### config.mk
export PLATFORM = sky130hd
export DESIGN_NAME = dbg_trig_top
export DESIGN_NICKNAME = d
export VERILOG_FILES = /design/src/rtl/dbg_trig_pkg.sv /design/src/rtl/dbg_addr_cmp.sv /design/src/rtl/dbg_tag_track.sv /design/src/rtl/dbg_trace_buf.sv /design/src/rtl/dbg_trig_top.sv
export SDC_FILE = /design/constraint.sdc
export NUM_CORES = 1
export LEC_CHECK = 0
export ABC_CLOCK_PERIOD_IN_PS = 4400
export CAP_MARGIN = 20
export CELL_PAD_IN_SITES_DETAIL_PLACEMENT = 0
export CELL_PAD_IN_SITES_GLOBAL_PLACEMENT = 2
export CORE_MARGIN = 2
export CORE_UTILIZATION = 38
export DETAILED_ROUTE_END_ITERATION = 7
export HOLD_SLACK_MARGIN = 0.02
export PLACE_DENSITY = 0.78
export SLEW_MARGIN = 20
export SYNTH_ARGS = -nofsm -noshare
export SYNTH_HDL_FRONTEND = slang
export SYNTH_SLANG_ARGS = --single-unit
export TNS_END_PERCENT = 1
### constraint.sdc
create_clock -name clk -period 4.4 [get_ports clk]
set_input_delay 0.44 -clock clk [delete_from_list [all_inputs] [get_ports clk]]
set_output_delay 0.44 -clock clk [all_outputs]
set_load 0.005 [all_outputs]
### src/rtl/dbg_trig_pkg.sv
`timescale 1ns/1ps
// Package: shared register layouts and mode codes for the trigger controller.
// Assumes an 8-bit register port.
package dbg_trig_pkg;
    typedef enum logic [1:0] {
        SEL_TRIG = 2'd0,
        SEL_QUAL = 2'd1,
        SEL_RUN  = 2'd2,
        SEL_NONE = 2'd3
    } reg_sel_e;

    typedef struct packed {
        logic       tag;
        logic       begin_sel;
        logic [1:0] rsvd;
        logic [3:0] mode;
    } trig_cfg_t;

    typedef struct packed {
        logic rd_sel;
        logic dir_en;
    } dir_cfg_t;

    typedef struct packed {
        logic [3:0] rsvd;
        dir_cfg_t   b;
        dir_cfg_t   a;
    } qual_cfg_t;

    localparam logic [7:0] TRIG_WMASK  = 8'hCF;
    localparam logic [7:0] QUAL_WMASK  = 8'h0F;
    localparam logic [3:0] MODE_A_ONLY = 4'd0;
endpackage

### src/rtl/dbg_addr_cmp.sv
`timescale 1ns/1ps
// Address comparator with optional bus-direction qualification.
// Purely combinational; the caller registers any state.
module dbg_addr_cmp
    import dbg_trig_pkg::*;
#(
    parameter int AW = 16
) (
    input  logic          bus_valid,
    input  logic [AW-1:0] bus_addr,
    input  logic          bus_rd,
    input  logic [AW-1:0] cmp_addr,
    input  dir_cfg_t      cfg,
    output logic          hit
);
    logic dir_ok;

    // Direction passes when checking is disabled or the level matches.
    always_comb dir_ok = !cfg.dir_en || (bus_rd == cfg.rd_sel);

    // A match needs a valid access at the programmed address.
    always_comb hit = bus_valid && (bus_addr == cmp_addr) && dir_ok;
endmodule

### src/rtl/dbg_tag_track.sv
`timescale 1ns/1ps
// Opcode tag tracker: one pending flag per comparator, set by a fetch that
// matches and consumed by the execute report for the same address.
// Assumes that at most one fetch per comparator is in flight.
module dbg_tag_track #(
    parameter int NCMP = 2,
    parameter int AW   = 16
) (
    input  logic                     clk,
    input  logic                     rst_n,
    input  logic                     enable,
    input  logic [NCMP-1:0]          fetch_hit,
    input  logic [NCMP-1:0][AW-1:0]  cmp_addr,
    input  logic                     exec_valid,
    input  logic [AW-1:0]            exec_addr,
    input  logic                     flush,
    output logic                     exec_hit
);
    logic [NCMP-1:0] pend_q;
    logic [NCMP-1:0] exec_match;
    logic [NCMP-1:0] fire;

    for (genvar i = 0; i < NCMP; i++) begin : g_tag
        // Executed address equals this comparator's address.
        always_comb exec_match[i] = exec_valid && (exec_addr == cmp_addr[i]);

        // Pending tag that executes fires unless flushed this cycle.
        always_comb fire[i] = pend_q[i] && exec_match[i] && !flush;

        // Pending flag: flush and disable clear it; fetch sets; execute consumes.
        always_ff @(posedge clk) begin
            if (!rst_n)                 pend_q[i] <= 1'b0;
            else if (!enable || flush)  pend_q[i] <= 1'b0;
            else if (fetch_hit[i])      pend_q[i] <= 1'b1;
            else if (exec_match[i])     pend_q[i] <= 1'b0;
        end
    end

    // Any comparator firing is a tag trigger.
    always_comb exec_hit = |fire;
endmodule

### src/rtl/dbg_trace_buf.sv
`timescale 1ns/1ps
// Circular trace buffer with write pointer and saturating count.
// Assumes DEPTH is a power of two; a full write overwrites the oldest entry.
module dbg_trace_buf #(
    parameter int DEPTH = 8,
    parameter int DW    = 16,
    localparam int PW   = $clog2(DEPTH),
    localparam int CW   = $clog2(DEPTH + 1)
) (
    input  logic          clk,
    input  logic          rst_n,
    input  logic          clear,
    input  logic          wr_en,
    input  logic [DW-1:0] wr_data,
    input  logic [PW-1:0] rd_idx,
    output logic [DW-1:0] rd_data,
    output logic [CW-1:0] count
);
    logic [DW-1:0] mem [DEPTH];
    logic [PW-1:0] wr_ptr;
    logic [PW-1:0] rd_ptr;

    // Entry storage, no reset needed.
    always_ff @(posedge clk) begin
        if (wr_en) mem[wr_ptr] <= wr_data;
    end

    // Write pointer advances on each write, wrapping at DEPTH.
    always_ff @(posedge clk) begin
        if (!rst_n || clear) wr_ptr <= '0;
        else if (wr_en)      wr_ptr <= wr_ptr + 1'b1;
    end

    // Entry count saturates at DEPTH.
    always_ff @(posedge clk) begin
        if (!rst_n || clear)                    count <= '0;
        else if (wr_en && count != CW'(DEPTH))  count <= count + 1'b1;
    end

    // Oldest entry sits count places behind the write pointer.
    always_comb rd_ptr = wr_ptr - PW'(count) + rd_idx;
    always_comb rd_data = mem[rd_ptr];
endmodule

### src/rtl/dbg_trig_top.sv
`timescale 1ns/1ps
// Debug trigger and trace capture controller: two address comparators, force
// or tag triggering, begin or end trace into a circular buffer, and a small
// register port whose configuration locks while a run is armed.
// Assumes one register access per cycle and DEPTH of at most 8.
module dbg_trig_top
    import dbg_trig_pkg::*;
#(
    parameter int AW    = 16,
    parameter int DEPTH = 8,
    localparam int PW   = $clog2(DEPTH),
    localparam int CW   = $clog2(DEPTH + 1),
    localparam int NCMP = 2
) (
    input  logic          clk,
    input  logic          rst_n,
    input  logic          reg_wr,
    input  logic [1:0]    reg_addr,
    input  logic [7:0]    reg_wdata,
    output logic [7:0]    reg_rdata,
    input  logic [AW-1:0] cmp_a_addr,
    input  logic [AW-1:0] cmp_b_addr,
    input  logic          bus_valid,
    input  logic [AW-1:0] bus_addr,
    input  logic          bus_rd,
    input  logic          bus_fetch,
    input  logic          exec_valid,
    input  logic [AW-1:0] exec_addr,
    input  logic          flush,
    output logic          trig_evt,
    input  logic [PW-1:0] trc_idx,
    output logic [AW-1:0] trc_data,
    output logic          trc_done
);
    reg_sel_e                  sel;
    trig_cfg_t                 trig_q;
    qual_cfg_t                 qual_q;
    logic                      armed_q;
    logic                      done_q;
    logic                      capturing_q;
    logic [NCMP-1:0][AW-1:0]   cmp_addr;
    dir_cfg_t [NCMP-1:0]       dir_cfg;
    logic [NCMP-1:0]           hit;
    logic [NCMP-1:0]           hit_use;
    logic                      use_b;
    logic                      eff_begin;
    logic                      tag_trig;
    logic                      trig_raw;
    logic                      wr_en;
    logic                      finish;
    logic                      run_wr;
    logic                      arm_start;
    logic                      disarm;
    logic [CW-1:0]             count;

    // Register select decode.
    always_comb sel = reg_sel_e'(reg_addr);

    // Comparator inputs gathered into arrays.
    always_comb begin
        cmp_addr[0] = cmp_a_addr;
        cmp_addr[1] = cmp_b_addr;
        dir_cfg[0]  = qual_q.a;
        dir_cfg[1]  = qual_q.b;
    end

    for (genvar i = 0; i < NCMP; i++) begin : g_cmp
        dbg_addr_cmp #(.AW(AW)) u_cmp (
            .bus_valid (bus_valid),
            .bus_addr  (bus_addr),
            .bus_rd    (bus_rd),
            .cmp_addr  (cmp_addr[i]),
            .cfg       (dir_cfg[i]),
            .hit       (hit[i])
        );
    end

    // Mode code 0 uses A only; any other code also admits B.
    always_comb use_b = (trig_q.mode != MODE_A_ONLY);
    always_comb hit_use = {hit[1] && use_b, hit[0]};
    // Event-only code forces begin-trace.
    always_comb eff_begin = trig_q.begin_sel || (trig_q.mode == MODE_A_ONLY);

    dbg_tag_track #(.NCMP(NCMP), .AW(AW)) u_tag (
        .clk        (clk),
        .rst_n      (rst_n),
        .enable     (armed_q && trig_q.tag),
        .fetch_hit  (hit_use & {NCMP{bus_fetch}}),
        .cmp_addr   (cmp_addr),
        .exec_valid (exec_valid),
        .exec_addr  (exec_addr),
        .flush      (flush),
        .exec_hit   (tag_trig)
    );

    // Trigger source by type; accepted only while armed and not yet capturing.
    always_comb trig_raw = trig_q.tag ? tag_trig : (|hit_use);
    always_comb trig_evt = armed_q && !capturing_q && trig_raw;

    // Store in end mode always, in begin mode from the trigger onward.
    always_comb wr_en = armed_q && bus_valid && (!eff_begin || capturing_q || trig_evt);

    // Capture ends on trigger (end mode) or on the filling write (begin mode).
    always_comb finish = armed_q && (eff_begin ? (wr_en && count == CW'(DEPTH - 1))
                                               : trig_evt);

    // Run register write decode.
    always_comb begin
        run_wr    = reg_wr && (sel == SEL_RUN);
        arm_start = run_wr && reg_wdata[7] && !armed_q;
        disarm    = run_wr && !reg_wdata[7];
    end

    // Configuration registers, writable only while disarmed.
    always_ff @(posedge clk) begin
        if (!rst_n) begin
            trig_q <= '0;
            qual_q <= '0;
        end else if (reg_wr && !armed_q) begin
            if (sel == SEL_TRIG) trig_q <= trig_cfg_t'(reg_wdata & TRIG_WMASK);
            if (sel == SEL_QUAL) qual_q <= qual_cfg_t'(reg_wdata & QUAL_WMASK);
        end
    end

    // Arm bit: completion clears it, software sets or clears it.
    always_ff @(posedge clk) begin
        if (!rst_n)         armed_q <= 1'b0;
        else if (finish)    armed_q <= 1'b0;
        else if (run_wr)    armed_q <= reg_wdata[7];
    end

    // Done flag: set by completion, cleared when a new run is armed.
    always_ff @(posedge clk) begin
        if (!rst_n)          done_q <= 1'b0;
        else if (arm_start)  done_q <= 1'b0;
        else if (finish)     done_q <= 1'b1;
    end

    // Begin-trace capture window, open from trigger until the run ends.
    always_ff @(posedge clk) begin
        if (!rst_n)                            capturing_q <= 1'b0;
        else if (!armed_q || finish || disarm) capturing_q <= 1'b0;
        else if (trig_evt && eff_begin)        capturing_q <= 1'b1;
    end

    dbg_trace_buf #(.DEPTH(DEPTH), .DW(AW)) u_buf (
        .clk     (clk),
        .rst_n   (rst_n),
        .clear   (arm_start),
        .wr_en   (wr_en),
        .wr_data (bus_addr),
        .rd_idx  (trc_idx),
        .rd_data (trc_data),
        .count   (count)
    );

    // Register read mux.
    always_comb begin
        unique case (sel)
            SEL_TRIG: reg_rdata = trig_q;
            SEL_QUAL: reg_rdata = qual_q;
            SEL_RUN:  reg_rdata = {armed_q, done_q, 2'b00, 4'(count)};
            default:  reg_rdata = 8'h00;
        endcase
    end

    always_comb trc_done = done_q;
endmodule

# --- Yosys cells after proc, flatten, opt, wreduce, memory -nomap -nowiden ---
# Memories as Yosys holds them, arrays and structs flattened.
# Cells that the tools add are included.
word_totals:
  register_bits: 22
  mem_bits_rw: 128
  inputBits: 85
  output_inout_bits: 26
  wordCells: 96
  n_memories: 1
mem_list:
  columns: ["memory", "words", "width", "rd", "rd_ports_with_merged_regs", "wr", "line", "text"]
  rows:
  - ["u_buf.mem", 8, 16, 1, 0, 1, "dbg_trace_buf.sv:19", "logic [DW-1:0] mem [DEPTH];"]
op_classes:
  add_sub_neg: 4
  eq_ne: 10
  muxes: 9
  bitwise: 2
  reduce_logical: 56
op_table:
  columns: ["cell", "count"]
  rows:
  - ["16-bit equality test", 4]
  - ["1-bit logical AND", 25]
  - ["8-bit case mux with 3 select lines", 1]
  - ["2-bit OR reduction", 6]
  - ["1-bit logical NOT", 9]
  - ["1-bit logical OR", 9]
  - ["1-bit 2-to-1 mux", 8]
  - ["4-bit by 1-bit adder with 4-bit output, second input constant", 1]
  - ["4-bit by 3-bit equality test with 1-bit output, second input constant", 1]
  - ["4-bit logical NOT", 1]
  - ["4-bit != test, second input constant", 1]
  - ["2-bit AND reduction", 2]
  - ["2-bit nonzero test", 2]
  - ["4-bit nonzero test", 1]
  - ["3-bit by 1-bit adder with 3-bit output, second input constant", 1]
  - ["3-bit adder", 1]
  - ["3-bit subtractor", 1]
  - ["2-bit bitwise AND", 1]
  - ["1-bit equality test", 2]
  - ["2-bit by 1-bit equality test with 1-bit output, second input constant", 1]
  - ["2-bit equality test, second input constant", 1]
  - ["2-bit logical NOT", 1]
  - ["1-bit inverter", 1]

# --- Logic depth before layout (Yosys ltp) ---
depth:
  depth_word: 15
  depth_mapped: 11
  depth_no_buf: 10

# --- By module ---
# Synthesis repeated with hierarchy kept, for this count alone.
hier_totals:
  cells_unflattened: 439
  area_unflattened_um2: 7033.0
by_module_without_submodules:
  columns: ["mod", "instances", "cells_per_inst", "area_per_inst_um2", "seq_area_each_um2"]
  rows:
  - ["dbg_trace_buf", 1, 246, 5360.1, 3983.8]
  - ["dbg_trig_top", 1, 86, 817.0, 260.2]
  - ["dbg_tag_track", 1, 57, 462.9, 40.0]
  - ["dbg_addr_cmp", 2, 25, 196.4, 0.0]

# --- Worst setup path before layout ---
# OpenSTA, ideal clock, no wires.
synth_path:
  path_type: "in2reg"
  startpoint: "input bus_addr[11]"
  endpoint: "memory u_buf.mem[6][0] (enable)"
  setup_time_ns: 0.409
  arrival_time_ns: 2.893
  required_ns: 3.991
  path_slack_ns: 1.098
  cell_stages: 9
  path_buffers: 1
  path_cell_list: "xor2_1 nor4_1 nand4_1 nor4_2 o2111ai_2 nand3_2 buf_6 nand2_1 nor3_1"
synth_between:
  elab_chain_cells: 11
  elab_cells_between_ends: 14
  cone_classes: "eq/ne: 2; mux: 3; reduce/logical: 9"
synth_lines:
  columns: ["element", "line", "text"]
  rows:
  - ["start: declaration", "dbg_trig_top.sv:24", "input logic [AW-1:0] bus_addr,"]
  - ["16-bit equality test", "dbg_addr_cmp.sv:22", "always_comb hit = bus_valid && (bus_addr == cmp_addr) && dir_ok;"]
  - ["1-bit logical AND (2 in a row)", "dbg_addr_cmp.sv:22", null]
  - ["1-bit logical AND", "dbg_trig_top.sv:80", "always_comb hit_use = {hit[1] && use_b, hit[0]};"]
  - ["2-bit OR reduction (*)", "dbg_trig_top.sv:97", "always_comb trig_raw = trig_q.tag ? tag_trig : (|hit_use);"]
  - ["1-bit 2-to-1 mux (*)", "dbg_trig_top.sv:97", null]
  - ["1-bit logical AND (*)", "dbg_trig_top.sv:98", "always_comb trig_evt = armed_q && !capturing_q && trig_raw;"]
  - ["1-bit logical OR (*)", "dbg_trig_top.sv:101", "always_comb wr_en = armed_q && bus_valid && (!eff_begin || capturing_q || trig_evt);"]
  - ["1-bit logical AND (*)", "dbg_trig_top.sv:101", null]
  - ["1-bit 2-to-1 mux (*)", "dbg_trace_buf.sv:25", "if (wr_en) mem[wr_ptr] <= wr_data;"]
  - ["1-bit 2-to-1 mux (implied by the code) (*)", "dbg_trace_buf.sv:25", null]
  - ["end: declaration", "dbg_trace_buf.sv:19", null]
# Every way passes the cells marked *; elsewhere a longest branch is shown, timed or not.

# --- Worst setup path in the final report ---
layout_path:
  startpoint: "input trc_idx[1]"
  endpoint: "output trc_data[13]"
layout_between:
  elab_chain_cells: 2
layout_lines:
  columns: ["element", "line", "text"]
  rows:
  - ["start: declaration", "dbg_trig_top.sv:31", "input logic [PW-1:0] trc_idx,"]
  - ["3-bit adder", "dbg_trace_buf.sv:41", "always_comb rd_ptr = wr_ptr - PW'(count) + rd_idx;"]
  - ["memory 8 x 16 bit", null, null]
  - ["end: declaration", "dbg_trig_top.sv:32", "output logic [AW-1:0] trc_data,"]
# No other way between the ends.

==> results.toml <==
[status]
status = "finished clean"

[synthesis]
async_flop_share_pct = 0
ys_seq_area_share_pct = 61.6
netlist.area_leader.share_pct = 55.2
yosysWarnings = 0
synth_area_leaders = "edfxtp_1 (55%), mux4_2 (10%), dfxtp_1 (6.3%)"
synthCells = 446
synthFlopType = "edfxtp_1"
synth_edf_count = 128
syn_avg_cell_area_um2 = 15.6
yosysTopAreaCell = "edfxtp_1"
ys_ff_latch = 150
ys_types = 49
synth_area_um2 = 6960

[grt]
grt_pass1_vias = 4462
grt_usage_pct = 17.5
grt_max_degree = 33
antenna_found_initial = 0
grt_overflow = 0
grt_first_pass_wirelength_um = 25400

[layout]
postLayoutCellArea_um2 = 9010
fillers = 1547
area_growth_pct = 29.5
final_cell_mix = "edfxtp_1 (128), clkdlybuf4s50_1 (106), xnor2_1 (48)"
fin_nets = 660
layout-drive-gt1-share_pct = 19.8
layout_commonest_cell = "edfxtp_1"
num_antenna_cells = 0

[pwr]
p_sw_share_pct = 20.9
clkPwrFrac_pct = 43.3
ir_drop_mv = 0.241
seq_power_share_pct = 44.9
pwr-share-comb_pct = 11.8
leakage_nw = 2.98
intPower_w = 0.00273
p_per_area_nw_per_um2 = 383
p_sw_w = 0.000722

[worst_setup_path]
cp_slowest_cell = "fa_1"
crit_chain = "clkdlybuf4s50_1 > inv_1 > fa_1 > inv_1 > fa_1 > xnor2_1 > xnor2_1 > xnor2_2 > buf_4 > buf_12 > mux4_2 > mux2_2 > clkdlybuf4s50_1"
r2r_slack_ns = 1.63
cpPeakStageDelay_ns = 0.53
worstPathArrival_ns = 3.84
rr_startpoint = "trig_q[1]"
cp-endpoint = "trc_data[13]"
end_kind = "primary output"
r2r_end = "u_buf.mem[6][14]"
critPathRequiredTime_ns = 3.96
crit_type = "primary input to primary output"
worstSetupStartpoint = "trc_idx[1]"
start_kind = "primary input"
cp_max_fo = 15
r2r_cells = 9

[timing]
slew_headroom_pct = 54.0
setup_viol = 0
worstMarginPinSlew_ns = 0.687
finalCriticalPeriod_ns = 4.28
rsz0062_at_grt = "no"
fmax_mhz = 234
setup_ws_ns = 0.119
period_share_pct = 97.3
hold_violations = 0
skew_ns = 0.00867
slew_viol_final = 0
setup_tns_ns = 0

[drt]
drt_iter0_drc = 189
via_per_inst = 5.16
dr.pass1.iters = 4
finalWirelength_um = 16600
vias = 4181
drcViolationCount = 0
wl_per_cell_um = 20.5
postRouteAntennaNets = 0

[cts]
htreeDepth = 4
clkTransAtPathRegs_ns = 0.06
clkLatencyLatePin_ns = 0.41
clock_sinks = 150
cts_buffers = 17
cts_root_buf = "clkbuf_16"
cts_buffer_depth = 2
cts_tree = "built"

[placed_design]
dp_hpwl_um = 11900
dp_slack_ns = 0.0807
postPlaceCellArea_um2 = 8380
gp_congestion = 0.778
port_buffers = 106

[floorplan]
die_h_um = 139
rows = 49
fp.dieW_um = 139
start_util_pct = 38.7
placeableCoreArea_um2 = 18000
boundaryPins = 111
die-area_um2 = 19400

[hold_path]
hp-class = "flip-flop to flip-flop"

[flow_run]
max_cap_viol_count = 0
-- sequential cells by signal (all words and copies together) (netlist names) --
signal	cells
armed_q	1
u_tag.pend_q	2
u_buf.wr_ptr	3
trig_q	6
trc_done	1
u_buf.count	4
u_buf.mem	128
dir_cfg	4
capturing_q	1
-- logic make-up (layout without fill, tap and decap cells) --
family | count (synthesis) | in the layout | synth area share (%)
adders and majority gates | 7 | 7 | 1.47
and+or+nand+nor | 93 | 93 | 7.37
buffers and inverters | 31 | 165 | 2.36
xor gates and xnor gates | 72 | 72 | 9.06
muxes | 65 | 65 | 15.4
other | 1 | 2 | 0.0539
DFF | 150 | 150 | 61.6
AOI/OAI and AO/OA | 27 | 27 | 2.72
-- timing repair --
action	CTS	global route
pin swaps	1	1
hold buffers	0	0
endpoints found under the setup margin	16	16
setup buffers	1	0
cloned	0	0
gates resized for setup	2	2
-- area by class of cell --
cell class	count	area [µm²]	area share, %
Tap cell	229	287	3.18
Clock inverter	12	176	1.96
Sequential cell	150	4290	47.6
Inverter	12	45.0	0.500
Multi-Input combinational cell	266	2560	28.5
Clock buffer	20	437	4.85
Timing Repair Buffer	121	1210	13.4
-- per-stage QoR --
step	cells	util (%)	hold slack, ns	power, W
final	810	50.2	0.517	0.00345
after detailed placement	777	46.7	0.498	0.00199
after CTS	810	50.1	0.521	0.00348
after global routing	810	50.2	0.539	0.00357
after global placement	777	46.7	0.486	0.00199
after floorplan	447	-	0.465	0.00177
-- per-layer routing --
metal  global-route usage, %  part of all wire, %  vias up
met5                       0                    0        -
met3                    4.09                  5.0       17
met2                    29.3                   49      121
met4                    4.89                  1.2        0
li1                        -                    -     1945
met1                    23.0                   45     2098
-- power by group through the flow --
stage	Combinational, W	Sequential, W	Clock, W
6_report	0.000408	0.00155	0.00149
5_1_grt	0.000439	0.00155	0.00159
4_1_cts	0.000416	0.00155	0.00152
3_5_place_dp	0.000411	0.00158	0
3_3_place_gp	0.000409	0.00158	0
2_1_floorplan	0.000194	0.00158	0
-- how the worst min path moves through the flow --
| stage | start | endpoint | cells past startpoint |
|---|---|---|---|
| floorplan | u_tag.pend_q[1] | u_tag.pend_q[1] | 2 |
| global placement | u_tag.pend_q[1] | u_tag.pend_q[1] | 2 |
| detailed placement | trc_done | trc_done | 1 |
| CTS | trc_done | trc_done | 1 |
| global route | u_tag.pend_q[1] | u_tag.pend_q[1] | 2 |
| finish | trc_done | trc_done | 1 |
-- worst max-delay path: cells and delay by family --
kind | cells | cell delay [ns]
buf+inv | 6 | 1.32
fa+ha+maj | 2 | 0.90
mux | 2 | 0.60
xor+xnor | 3 | 0.57
-- synthesized netlist by cell type (2+ instances only) --
library cell  number
buf_4              2
xnor2_1           49
a211oi_1           2
ha_1               5
nand2b_1           3
nor4_1             5
nand4_1           12
fa_1               2
mux2_2            16
nor4_2             3
a31oi_1            2
or2_2              2
clkbuf_1          11
xor2_1            23
dfxtp_1           22
inv_1             12
and2_1             2
o21ai_0            7
nor2_1            19
nor2b_1            3
edfxtp_1         128
nor3_1            15
mux2i_1           17
a21oi_1            5
nand3_1            4
mux4_2            32
buf_2              3
nand2_1           19
No activity file was read; power rests on OpenSTA's default activity.
